[config.mk]
export PLATFORM = sky130hd
export DESIGN_NAME = ecp_path_ctrl
export DESIGN_NICKNAME = d
export VERILOG_FILES = /design/src/rtl/ecp_pkg.sv /design/src/rtl/ecp_slot_seq.sv /design/src/rtl/ecp_delay_bank.sv /design/src/rtl/ecp_ec_stub.sv /design/src/rtl/ecp_path_ctrl.sv
export SDC_FILE = /design/constraint.sdc
export NUM_CORES = 2
export LEC_CHECK = 0
export BUFFER_PORTS_ARGS = -buffer_cell sky130_fd_sc_hd__buf_4
export CORE_ASPECT_RATIO = 1.2
export CORE_MARGIN = 1
export CORE_UTILIZATION = 64
export CTS_CLUSTER_DIAMETER = 100
export DETAILED_ROUTE_END_ITERATION = 7
export PLACE_DENSITY = 0.8
export SKIP_CTS_REPAIR_TIMING = 1
export SLEW_MARGIN = 0
export SYNTH_ARGS = -nofsm -noshare
export SYNTH_HDL_FRONTEND = slang
export SYNTH_SLANG_ARGS = --single-unit
[constraint.sdc]
create_clock -name clk_i -period 7.44 [get_ports clk_i]
set_clock_uncertainty 0.15 [all_clocks]
set_input_delay 0.744 -clock clk_i [delete_from_list [all_inputs] [get_ports clk_i]]
set_output_delay 0.744 -clock clk_i [all_outputs]
set_load 0.03 [all_outputs]
[src/rtl/ecp_pkg.sv]
package ecp_pkg;
  typedef struct packed {
    logic adapt_dis;
    logic bypass;
    logic mute_tx;
    logic mute_rx;
  } mode_t;

  localparam mode_t MODE_RESET = '{adapt_dis: 1'b0, bypass: 1'b0, mute_tx: 1'b0, mute_rx: 1'b0};
endpackage

[src/rtl/ecp_slot_seq.sv]
module ecp_slot_seq
  import ecp_pkg::*;
#(
  parameter int N_CH = 32,
  localparam int CW = $clog2(N_CH)
) (
  input  logic          clk_i,
  input  logic          rst_ni,
  input  logic          valid_i,
  input  logic          fstart_i,
  input  mode_t         mode_i,
  output logic [CW-1:0] chan_o,
  output mode_t         mode_o
);
  logic [CW-1:0] chan_q;
  mode_t         mode_q;
  logic          take_mode;

  assign take_mode = valid_i & fstart_i;

  always_comb begin
    chan_o = fstart_i ? '0 : chan_q;
    mode_o = take_mode ? mode_i : mode_q;
  end

  always_ff @(posedge clk_i or negedge rst_ni) begin
    if (!rst_ni) begin
      chan_q <= '0;
      mode_q <= MODE_RESET;
    end else begin
      if (valid_i) chan_q <= chan_o + CW'(1);
      if (take_mode) mode_q <= mode_i;
    end
  end
endmodule

[src/rtl/ecp_delay_bank.sv]
module ecp_delay_bank #(
  parameter int N_CH  = 32,
  parameter int DEPTH = 2,
  parameter int W     = 8,
  localparam int CW = $clog2(N_CH)
) (
  input  logic          clk_i,
  input  logic          rst_ni,
  input  logic          shift_i,
  input  logic [CW-1:0] chan_i,
  input  logic [W-1:0]  din_i,
  output logic [W-1:0]  dout_o
);
  logic [W-1:0] mem_q [N_CH][DEPTH];

  // oldest entry of the addressed channel, read before this slot's shift
  assign dout_o = mem_q[chan_i][DEPTH-1];

  always_ff @(posedge clk_i or negedge rst_ni) begin
    if (!rst_ni) begin
      for (int c = 0; c < N_CH; c++)
        for (int d = 0; d < DEPTH; d++)
          mem_q[c][d] <= '0;
    end else if (shift_i) begin
      mem_q[chan_i][0] <= din_i;
      for (int d = 1; d < DEPTH; d++)
        mem_q[chan_i][d] <= mem_q[chan_i][d-1];
    end
  end
endmodule

[src/rtl/ecp_ec_stub.sv]
module ecp_ec_stub #(
  parameter int W = 8
) (
  input  logic [W-1:0] near_i,
  input  logic [W-1:0] far_i,
  output logic [W-1:0] res_o
);
  // placeholder for the adaptive filter: near-end minus modelled echo
  assign res_o = near_i ^ far_i;
endmodule

[src/rtl/ecp_path_ctrl.sv]
module ecp_path_ctrl
  import ecp_pkg::*;
#(
  parameter int          N_CH      = 32,
  parameter int          W         = 8,
  parameter int          RX_FRAMES = 2,
  parameter int          TX_FRAMES = 3,
  parameter logic [7:0]  QUIET     = 8'hFF,
  localparam int CW = $clog2(N_CH)
) (
  input  logic          clk_i,
  input  logic          rst_ni,
  input  logic          sample_valid_i,
  input  logic          frame_start_i,
  input  logic [3:0]    mode_i,
  input  logic [W-1:0]  rin_i,
  input  logic [W-1:0]  sin_i,
  output logic          out_valid_o,
  output logic [CW-1:0] out_chan_o,
  output logic [W-1:0]  rout_o,
  output logic [W-1:0]  sout_o,
  output logic          adapt_en_o,
  output logic          cancel_en_o
);
  localparam int BYP_FRAMES = RX_FRAMES;
  localparam logic [W-1:0] QUIET_W = W'(QUIET);

  logic [CW-1:0] chan;
  mode_t         mode;
  logic [W-1:0]  ec_res, rx_old, tx_old, byp_old;
  logic [W-1:0]  rout_d, sout_d;

  ecp_slot_seq #(.N_CH(N_CH)) u_seq (
    .clk_i    (clk_i),
    .rst_ni   (rst_ni),
    .valid_i  (sample_valid_i),
    .fstart_i (frame_start_i),
    .mode_i   (mode_t'(mode_i)),
    .chan_o   (chan),
    .mode_o   (mode)
  );

  ecp_ec_stub #(.W(W)) u_ec (
    .near_i (sin_i),
    .far_i  (rin_i),
    .res_o  (ec_res)
  );

  ecp_delay_bank #(.N_CH(N_CH), .DEPTH(RX_FRAMES), .W(W)) u_rx_dly (
    .clk_i (clk_i), .rst_ni (rst_ni), .shift_i (sample_valid_i),
    .chan_i (chan), .din_i (rin_i), .dout_o (rx_old)
  );

  ecp_delay_bank #(.N_CH(N_CH), .DEPTH(TX_FRAMES), .W(W)) u_tx_dly (
    .clk_i (clk_i), .rst_ni (rst_ni), .shift_i (sample_valid_i),
    .chan_i (chan), .din_i (ec_res), .dout_o (tx_old)
  );

  ecp_delay_bank #(.N_CH(N_CH), .DEPTH(BYP_FRAMES), .W(W)) u_byp_dly (
    .clk_i (clk_i), .rst_ni (rst_ni), .shift_i (sample_valid_i),
    .chan_i (chan), .din_i (sin_i), .dout_o (byp_old)
  );

  always_comb begin
    rout_d = mode.mute_rx ? QUIET_W : rx_old;
    if (mode.mute_tx)     sout_d = QUIET_W;
    else if (mode.bypass) sout_d = byp_old;
    else                  sout_d = tx_old;
  end

  always_ff @(posedge clk_i or negedge rst_ni) begin
    if (!rst_ni) begin
      out_valid_o <= 1'b0;
      out_chan_o  <= '0;
      rout_o      <= '0;
      sout_o      <= '0;
      adapt_en_o  <= 1'b0;
      cancel_en_o <= 1'b0;
    end else begin
      out_valid_o <= sample_valid_i;
      adapt_en_o  <= sample_valid_i & ~mode.bypass & ~mode.adapt_dis;
      cancel_en_o <= sample_valid_i & ~mode.bypass;
      if (sample_valid_i) begin
        out_chan_o <= chan;
        rout_o     <= rout_d;
        sout_o     <= sout_d;
      end
    end
  end
endmodule

==> impl_metrics.ini <==
[status]
outcome = finished, violations left
violations = DRC

[synthesis]
synth-edff-count = 0
synth_async_sr_flop_share_pct = 100
yosys_register_bits = 1825
yosys_warnings = 0
syn_nets = 7821
ys_types = 86
ys_seq_area_share_pct = 56.5
syn_avg_cell_area_sq_um = 10.4
synth_area_leaders = dfrtp_1 (56%), mux2_2 (8.4%), o21ai_0 (8.0%), nand2_1 (7.3%), mux2i_1 (3.0%)
synth_most_common_cell = dfrtp_1
syn-instance-count = 7793
synth_area_sq_um = 80900
yosysTopAreaCell = dfrtp_1
synthDominantCellAreaShare_pct = 56.5
synthTopCellsByCount = dfrtp_1 (1,825), nand2_1 (1,573), o21ai_0 (1,295)
synth_ff_type = dfrtp_1

[clocking]
htreeDepth = 4
cts_sinks = 1825
cts-root-buf = clkbuf_16
clock_path_buffers = 3
cts_buffers = 173
cts.clk_slew.worst_paths_ps = 60
cts_tree = done
insertion_delay_ps = 820

[detailed_routing]
drc = 6
drtPass1Iterations = 8
routedWlPerCell_um = 27.0
viasPerCell = 6.86
first_iter_violations = 7726
routed_wirelength_um = 247000
routed-via-count = 62700
ant_nets = 0

[setup_path]
crit_path_end_kind = register
crit_family = compound AO/OA/AOI/OAI gates
slowest_delay_ps = 1050
path_buf_inv = 2
cp_slowest_cell = or4_1
setup.worst_path.start_class = register
critical_path_class = register to register
crit_path_max_fanout = 55
path_depth = 8
cp.arrival_ps = 5690
crit_top_cell = o21ai_0
cp.required_ps = 7980
r2r_cells = 8
cp_cell_sequence = buf_4 > o21ba_4 > buf_4 > nor2_1 > o21ai_0 > o21ai_0 > or4_1 > o21ai_0

[die]
die_w_um = 327
die_h_um = 391
io_pins = 48
core.rowCount = 142
start_util_pct = 64.7
core-area_sq_um = 125000
dieArea_sq_um = 128000

[sta]
finalSetupViolCount = 0
tightest_slew_ps = 1370
final_max_slew_viol_count = 0
final.setup.tns_ps = 0
min_period_ps = 5150
hold_viol_final = 0
period_share_pct = 69.2
max-slew-margin-rel_pct = 8.49
max_freq_ghz = 0.194
rsz0062_at_grt = no
layout_setup_ws_ps = 2290

[finish]
areaGrowthSynthToFinish_pct = 7.93
drive_gt1_share_pct = 15.7
final_area_sq_um = 87300
nets = 7389

[global_routing]
antenna_found_initial = 6
grt_max_degree = 195
track_usage_pct = 38.9
grt_pass1_wl_um = 377000
grt-ovfl-total = 0
grt_pass1_vias = 62600

[place]
routabilityCongestion = 0.867
place_ws_ps = 2270
port_buffers = 47
dpl_cell_area_sq_um = 81600
dp.final_hpwl_um = 138000

[flow_run]
drv_cap = 0

[hold_path]
whs_path_depth = 2
hold_path_class = primary input to register

[pwr]
powerDensity_nw_per_um2 = 311
ir_drop_uv = 211
power.leakage_nw = 40.3
==> path summary, 6_finish.rpt <==
path	slack (ps)	endpoint	from
setup reg to reg	2290	u_byp_dly.mem_q[277]	u_seq.chan_q[0]
min in group asynchronous	450	u_rx_dly.mem_q[36]	rst_ni
hold reg to reg	320	u_tx_dly.mem_q[650]	u_tx_dly.mem_q[650]
max in group asynchronous	4770	u_byp_dly.mem_q[129]	rst_ni
setup / recovery	2290	u_byp_dly.mem_q[277]	u_seq.chan_q[0]
hold / removal	40	u_seq.mode_q[3]	mode_i[3]
==> state kept, by name (all words and copies together) (netlist names) <==
name	count
adapt_en_o	1
cancel_en_o	1
out_chan_o	5
out_valid_o	1
rout_o	8
sout_o	8
u_byp_dly.mem_q	512
u_rx_dly.mem_q	512
u_seq.chan_q	5
u_seq.mode_q	4
u_tx_dly.mem_q	768
==> metrics by stage <==
stage | hold slack, ps | std cells | utilization [%] | power, mW
after CTS | -194 | 9150 | 69.8 | 27.0
final | 41.6 | 9152 | 69.8 | 27.2
after global placement | 303 | 8841 | 65.2 | 17.8
after floorplan | 292 | 7793 | - | 16.0
after detailed placement | 312 | 8841 | 65.2 | 18.1
after global routing | 32.3 | 9151 | 69.8 | 28.1
==> final cells by class <==
| class | instances | area [sq um] |
|---|---|---|
| sequential | 1825 | 45700 |
| fill | 8868 | 37800 |
| multi-input combinational | 5163 | 32100 |
| clock buffer | 256 | 5110 |
| tap | 1656 | 2070 |
| timing repair buffer | 191 | 1670 |
| clock inverter | 53 | 641 |
| inverter | 7 | 42.5 |
| antenna | 1 | 2.50 |
==> per-layer routing <==
| metal | part of all wire [%] | global-route usage, % | vias up |
|---|---|---|---|
| met3 | 10 | 9.34 | 996 |
| met2 | 46 | 60.4 | 3752 |
| met4 | 6.9 | 23.9 | 12 |
| li1 | - | - | 26600 |
| met5 | 0.034 | 0 | - |
| met1 | 37 | 49.7 | 31400 |
==> cell families (layout without fill, tap and decap cells) <==
kind of cell | count (synthesis) | in the layout | synth area share [%]
buffers and inverters | 805 | 507 | 4.49
and+or+nand+nor | 1949 | 1949 | 10.0
adders and majority gates | 4 | 4 | 0.0619
DFF | 1825 | 1825 | 56.5
xor gates and xnor gates | 8 | 8 | 0.0866
other | 0 | 1 | 0
muxes | 867 | 867 | 12.0
AOI/OAI and AO/OA | 2335 | 2335 | 16.9
==> report_power, final <==
part	internal [mW]	total (mW)	leakage, nW	switching, mW
combinational	1.85	5.85	12.6	4.00
clock	5.19	9.02	2.85	3.83
sequential	11.4	12.3	24.8	0.876
==> cells in the final DEF, fill, tap and decap left out, drive strengths merged, types with 27 or more instances in the layout <==
master / Yosys / final
o221ai: 49 / 49
nand2: 1573 / 1573
a31oi: 74 / 74
nor2: 96 / 96
clkbuf: 481 / 256
mux2i: 246 / 246
nor3b: 27 / 27
a22oi: 57 / 57
o21ai: 1397 / 1397
mux2: 602 / 602
dfrtp: 1825 / 1825
a21oi: 187 / 187
nor2b: 106 / 106
a211oi: 133 / 133
a221oi: 102 / 102
o22ai: 192 / 192
buf: 317 / 190
nand3: 42 / 42
clkinv: 3 / 34
Note: power is estimated with default switching activity, not from simulation.
